`src/rtl/pbm_pkg.sv`:
```
package pbm_pkg;

  localparam int NBANK   = 7;
  localparam int BANK_W  = 3;
  localparam int CHUNK_W = 3;
  localparam int FOLD_W  = 8;

  // Reduce a value of at most 8 bits to its residue mod 7 by folding chunks.
  function automatic logic [BANK_W-1:0] mod7_narrow(input logic [FOLD_W-1:0] v);
    logic [4:0] s1;
    logic [3:0] s2;
    logic [2:0] s3;
    s1 = 5'(v[2:0]) + 5'(v[5:3]) + 5'(v[7:6]);
    s2 = 4'(s1[2:0]) + 4'(s1[4:3]);
    s3 = s2[2:0] + 3'(s2[3]);
    return (s3 == 3'd7) ? 3'd0 : s3;
  endfunction

  // Number of 3-bit chunks that cover an address width.
  function automatic int chunk_count(input int addr_w);
    return (addr_w + CHUNK_W - 1) / CHUNK_W;
  endfunction

endpackage

```
`src/rtl/pbm_fold.sv`:
```
module pbm_fold
  import pbm_pkg::*;
#(
  parameter int ADDR_W = 16
) (
  input  logic [ADDR_W-1:0] addr,
  output logic [FOLD_W-1:0] sum
);

  localparam int CHUNKS = chunk_count(ADDR_W);
  localparam int PAD_W  = CHUNKS * CHUNK_W;

  logic [PAD_W-1:0]   padded;
  logic [CHUNK_W-1:0] chunk [CHUNKS];

  assign padded = PAD_W'(addr);

  for (genvar g = 0; g < CHUNKS; g++) begin : g_chunk
    assign chunk[g] = padded[g*CHUNK_W +: CHUNK_W];
  end

  always_comb begin
    sum = '0;
    for (int i = 0; i < CHUNKS; i++) begin
      sum = sum + FOLD_W'(chunk[i]);
    end
  end

endmodule

```
`src/rtl/pbm_corr.sv`:
```
module pbm_corr
  import pbm_pkg::*;
(
  input  logic [FOLD_W-1:0] sum,
  output logic [BANK_W-1:0] bank
);

  assign bank = mod7_narrow(sum);

endmodule

```
`src/rtl/pbm_range.sv`:
```
module pbm_range #(
  parameter int ADDR_W = 16,
  parameter int OFS_W  = 9
) (
  input  logic [ADDR_W-1:0] addr,
  output logic              oor
);

  localparam logic [ADDR_W:0] CAP = (ADDR_W+1)'(7) << OFS_W;

  assign oor = ({1'b0, addr} >= CAP);

endmodule

```
`src/rtl/pbm_bank_map.sv`:
```
module pbm_bank_map
  import pbm_pkg::*;
#(
  parameter int ADDR_W = 16,
  parameter int OFS_W  = 9
) (
  input  logic              clk,
  input  logic              rst_n,
  input  logic              in_vld,
  input  logic [ADDR_W-1:0] in_addr,
  output logic              out_vld,
  output logic [BANK_W-1:0] out_bank,
  output logic [OFS_W-1:0]  out_ofs,
  output logic              out_oor
);

  // Named internal events.
  logic [FOLD_W-1:0] fold_sum;
  logic              range_hit;
  logic              s1_take;
  logic [BANK_W-1:0] bank_calc;

  // Stage 1 state.
  logic              s1_vld;
  logic [FOLD_W-1:0] s1_sum;
  logic [OFS_W-1:0]  s1_ofs;
  logic              s1_oor;

  pbm_fold #(.ADDR_W(ADDR_W)) u_fold (
    .addr (in_addr),
    .sum  (fold_sum)
  );

  pbm_range #(.ADDR_W(ADDR_W), .OFS_W(OFS_W)) u_range (
    .addr (in_addr),
    .oor  (range_hit)
  );

  assign s1_take = in_vld && !range_hit;

  always_ff @(posedge clk or negedge rst_n) begin
    if (!rst_n) begin
      s1_vld <= 1'b0;
      s1_sum <= '0;
      s1_ofs <= '0;
      s1_oor <= 1'b0;
    end else begin
      s1_vld <= in_vld;
      s1_sum <= s1_take ? fold_sum : '0;
      s1_ofs <= s1_take ? in_addr[OFS_W-1:0] : '0;
      s1_oor <= in_vld && range_hit;
    end
  end

  pbm_corr u_corr (
    .sum  (s1_sum),
    .bank (bank_calc)
  );

  always_ff @(posedge clk or negedge rst_n) begin
    if (!rst_n) begin
      out_vld  <= 1'b0;
      out_bank <= '0;
      out_ofs  <= '0;
      out_oor  <= 1'b0;
    end else begin
      out_vld  <= s1_vld;
      out_bank <= (s1_vld && !s1_oor) ? bank_calc : '0;
      out_ofs  <= (s1_vld && !s1_oor) ? s1_ofs : '0;
      out_oor  <= s1_vld && s1_oor;
    end
  end

endmodule

```
`config.mk`:
```
export PLATFORM = sky130hd
export DESIGN_NAME = pbm_bank_map
export DESIGN_NICKNAME = d
export VERILOG_FILES = /design/src/rtl/pbm_pkg.sv /design/src/rtl/pbm_fold.sv /design/src/rtl/pbm_corr.sv /design/src/rtl/pbm_range.sv /design/src/rtl/pbm_bank_map.sv
export SDC_FILE = /design/constraint.sdc
export NUM_CORES = 1
export LEC_CHECK = 0
export ABC_AREA = 0
export BUFFER_PORTS_ARGS = -buffer_cell sky130_fd_sc_hd__buf_2
export CORE_UTILIZATION = 52
export CTS_BUF_LIST = sky130_fd_sc_hd__clkbuf_2 sky130_fd_sc_hd__clkbuf_4 sky130_fd_sc_hd__clkbuf_8
export DETAILED_ROUTE_END_ITERATION = 10
export PLACE_DENSITY = 0.85
export SYNTH_ARGS = -nofsm -noshare
export SYNTH_HDL_FRONTEND = slang
export SYNTH_HIERARCHICAL = 1
export SYNTH_SLANG_ARGS = --single-unit
export TNS_END_PERCENT = 5
```
`constraint.sdc`:
```
create_clock -name clk -period 2.9 [get_ports clk]
set_input_delay 0.145 -clock clk [delete_from_list [all_inputs] [get_ports clk]]
set_output_delay 0.145 -clock clk [all_outputs]
set_load 0.02 [all_outputs]
```
==> impl_metrics.ini <==
[route]
vias = 1163
drtIter0Drc = 50
wl_um = 3240
drt-vias-per-instance = 4.81
drc = 0
wire_per_inst_um = 13.4
dr.pass1.iters = 4
ant_nets = 0

[run_status]
status = complete, but fails checks
violations = negative setup slack

[timing]
timing.final.max_slew_violations = 0
final.setup_skew_ns = 0.00918
tightest_slew_ns = 0.679
min_period_over_period = 1.13
fmaxAchievable_ghz = 0.304
setup-violations-final = 3
min_period_ns = 3.29
fin_hold_ws_ns = 0.103
slew_headroom = 0.548
hold_violations = 0
grt_setup_unrepaired = yes
fin_ws_ns = -0.388
fin_setup_tns_ns = -1.07

[floorplanning]
initial_core_util = 0.558
die-area_um2 = 3940
core.rowCount = 21
fp.dieH_um = 62.8
die_w_um = 62.8
io_pins = 33
coreArea_um2 = 3440

[global_routing]
grt_pass1_wl_um = 5590
grt_antenna_before_repair = 0
grt.total_usage = 0.193
grt_overflow_total = 0
grt_max_degree = 34
first_global_vias = 1235

[yosys]
syn_area_um2 = 1920
synth_compound_area_frac = 0.0553
ys_seq_area_frac = 0.430
synth_simple_gate_area_share = 0.189
avgSynthCellArea_um2 = 12.2
synth_cell_type_count = 29
ys_seq_elements = 33
synth_xor_area_frac = 0.0260
synth_fa_ha_area_frac = 0.216
syn_inst = 157
yosysWarnings = 6
synth_mux_area_frac = 0
synth_top_family_by_area = adder cells

[setup_path]
path_max_fanout = 3
required_ns = 3.07
worst_setup_path_start_kind = flip-flop
critPathLaunch = s1_sum[1]
timing.rr.start = s1_sum[1]
critPathArrivalTime_ns = 3.46
cp-end-kind = flip-flop
crit_type = reg2reg

[power]
p_per_area_nw_per_um2 = 547
ir_drop_v = 0.000245
total_power_uw = 1250
leakagePower_uw = 0.00137

[placement]
dp_slack_ns = -0.497
place.gp.congestion = 0.811
io_buffers = 32
dp.final_hpwl_um = 2500

[cells_and_area]
fin_util = 0.662
fin_nets = 240
n_antenna_cell = 0
drive_gt1_frac = 0.352
layout-area-overhead-vs-synth_pct = 18.6

[hold_path]
hp-class = in2reg
worstHoldStart = in_vld

[clock_tree]
tritoncts = built
cts.clk_slew.worst_paths_ns = 0.06
root_buffer = clkbuf_8
h-tree-depth = 2
cts_sinks = 33
clockBufferDepth = 2
clk_latency_ns = 0.29
cts_made_buffers = 5
cts_setup_buffers = 0

[run]
maxCapViolations = 0
## cell usage in the layout (no fill, tap or decap), types with 2 or more instances in the layout
cell type / instances
xnor2_1: 2
a21oi_1: 3
buf_4: 3
ha_2: 2
nor2_1: 3
and3b_2: 8
and2_1: 2
dfrtp_1: 33
nand2b_1: 2
clkbuf_8: 6
fa_1: 11
conb_1: 2
nand2_1: 3
inv_2: 5
inv_1: 24
a21o_1: 2
and3b_1: 21
nand2b_4: 2
a21boi_1: 2
ha_1: 11
buf_2: 32
## critical path, cell delays in order (launching register included)
cell	delay [ns]
dfrtp_1	0.33
inv_2	0.04
fa_1	0.46
inv_1	0.08
ha_2	0.19
inv_2	0.04
fa_2	0.35
xnor2_2	0.14
ha_2	0.21
inv_2	0.05
fa_1	0.47
inv_2	0.10
ha_4	0.13
xor3_1	0.25
a21boi_2	0.17
and3b_1	0.18
## cells in the mapped netlist, drive strengths merged
cell	number	area, µm²
a211o	1	8.76
o22ai	1	6.26
o21ai	2	13.8
fa	12	240
and2	3	20.0
ha	14	175
dfrtp	33	826
nand3	1	5.00
xnor2	3	26.3
nor2	3	11.3
buf	6	47.5
conb	1	3.75
nand2	3	11.3
a21boi	3	26.3
inv	29	109
nand2b	4	40.0
a21o	2	15.0
nor4	1	12.5
and3b	29	264
a21oi	5	36.3
xor3	1	23.8
## report_power, final
part	switching (µW)	leakage [µW]	total [µW]	internal, µW
sequential	6.07	0.000452	474	467
clock	163	0.0000619	452	289
combinational	168	0.000860	322	154
## kinds of logic after synthesis
kind of cell             count (synthesis)
XOR/XNOR                                 4
AO/OA/AOI/OAI                           14
other                                    1
buffers and inverters                   35
AND/OR/NAND/NOR                         44
flip-flops                              33
adder cells (fa/ha/maj)                 26
## cell type report
class | count | area (µm²)
repair buffers | 36 | 193
fillers | 260 | 1160
inverters | 29 | 109
flip-flops and latches | 33 | 826
clock buffers | 7 | 90.1
well taps | 46 | 57.6
multi-input cells | 90 | 975
clock inverters | 1 | 30.0
## per-stage QoR
| step | instances | instance area [µm²] |
|---|---|---|
| floorplan | 158 | 1930 |
| global placement | 233 | 2120 |
| detailed placement | 233 | 2120 |
| CTS | 242 | 2270 |
| global route | 242 | 2280 |
| finish | 242 | 2280 |
## worst paths after layout
path | end | slack [ns] | cells past startpoint
max | out_bank[2] | -0.39 | 15
max reg2reg | out_bank[2] | -0.39 | 15
min reg2reg | out_ofs[7] | 0.49 | 1
min in group asynchronous | out_ofs[0] | 0.43 | 2
min | s1_vld | 0.10 | 1
max in group asynchronous | s1_sum[2] | 2.03 | 2
## metal layers
| layer | routed length [µm] | track usage | up-vias |
|---|---|---|---|
| met1 | 1270 | 0.207 | 555 |
| met5 | 0 | 0 | - |
| met4 | 57 | 0.113 | 0 |
| met2 | 1800 | 0.338 | 28 |
| met3 | 111 | 0.0547 | 6 |
| li1 | - | - | 574 |
## flip-flops by register name, indices dropped and copies added (netlist names)
signal    count
out_ofs       9
s1_ofs        9
s1_sum        8
out_bank      3
out_oor       1
out_vld       1
s1_oor        1
s1_vld        1
## repair_timing
item,4_1_cts,5_1_grt
resized for setup,9,4
endpoints found under the setup margin,4,4
hold buffers,1,0
pin swaps,3,3
hold endpoints to repair,33,0
cloned,0,0
Power figures use the tool's default switching activity.
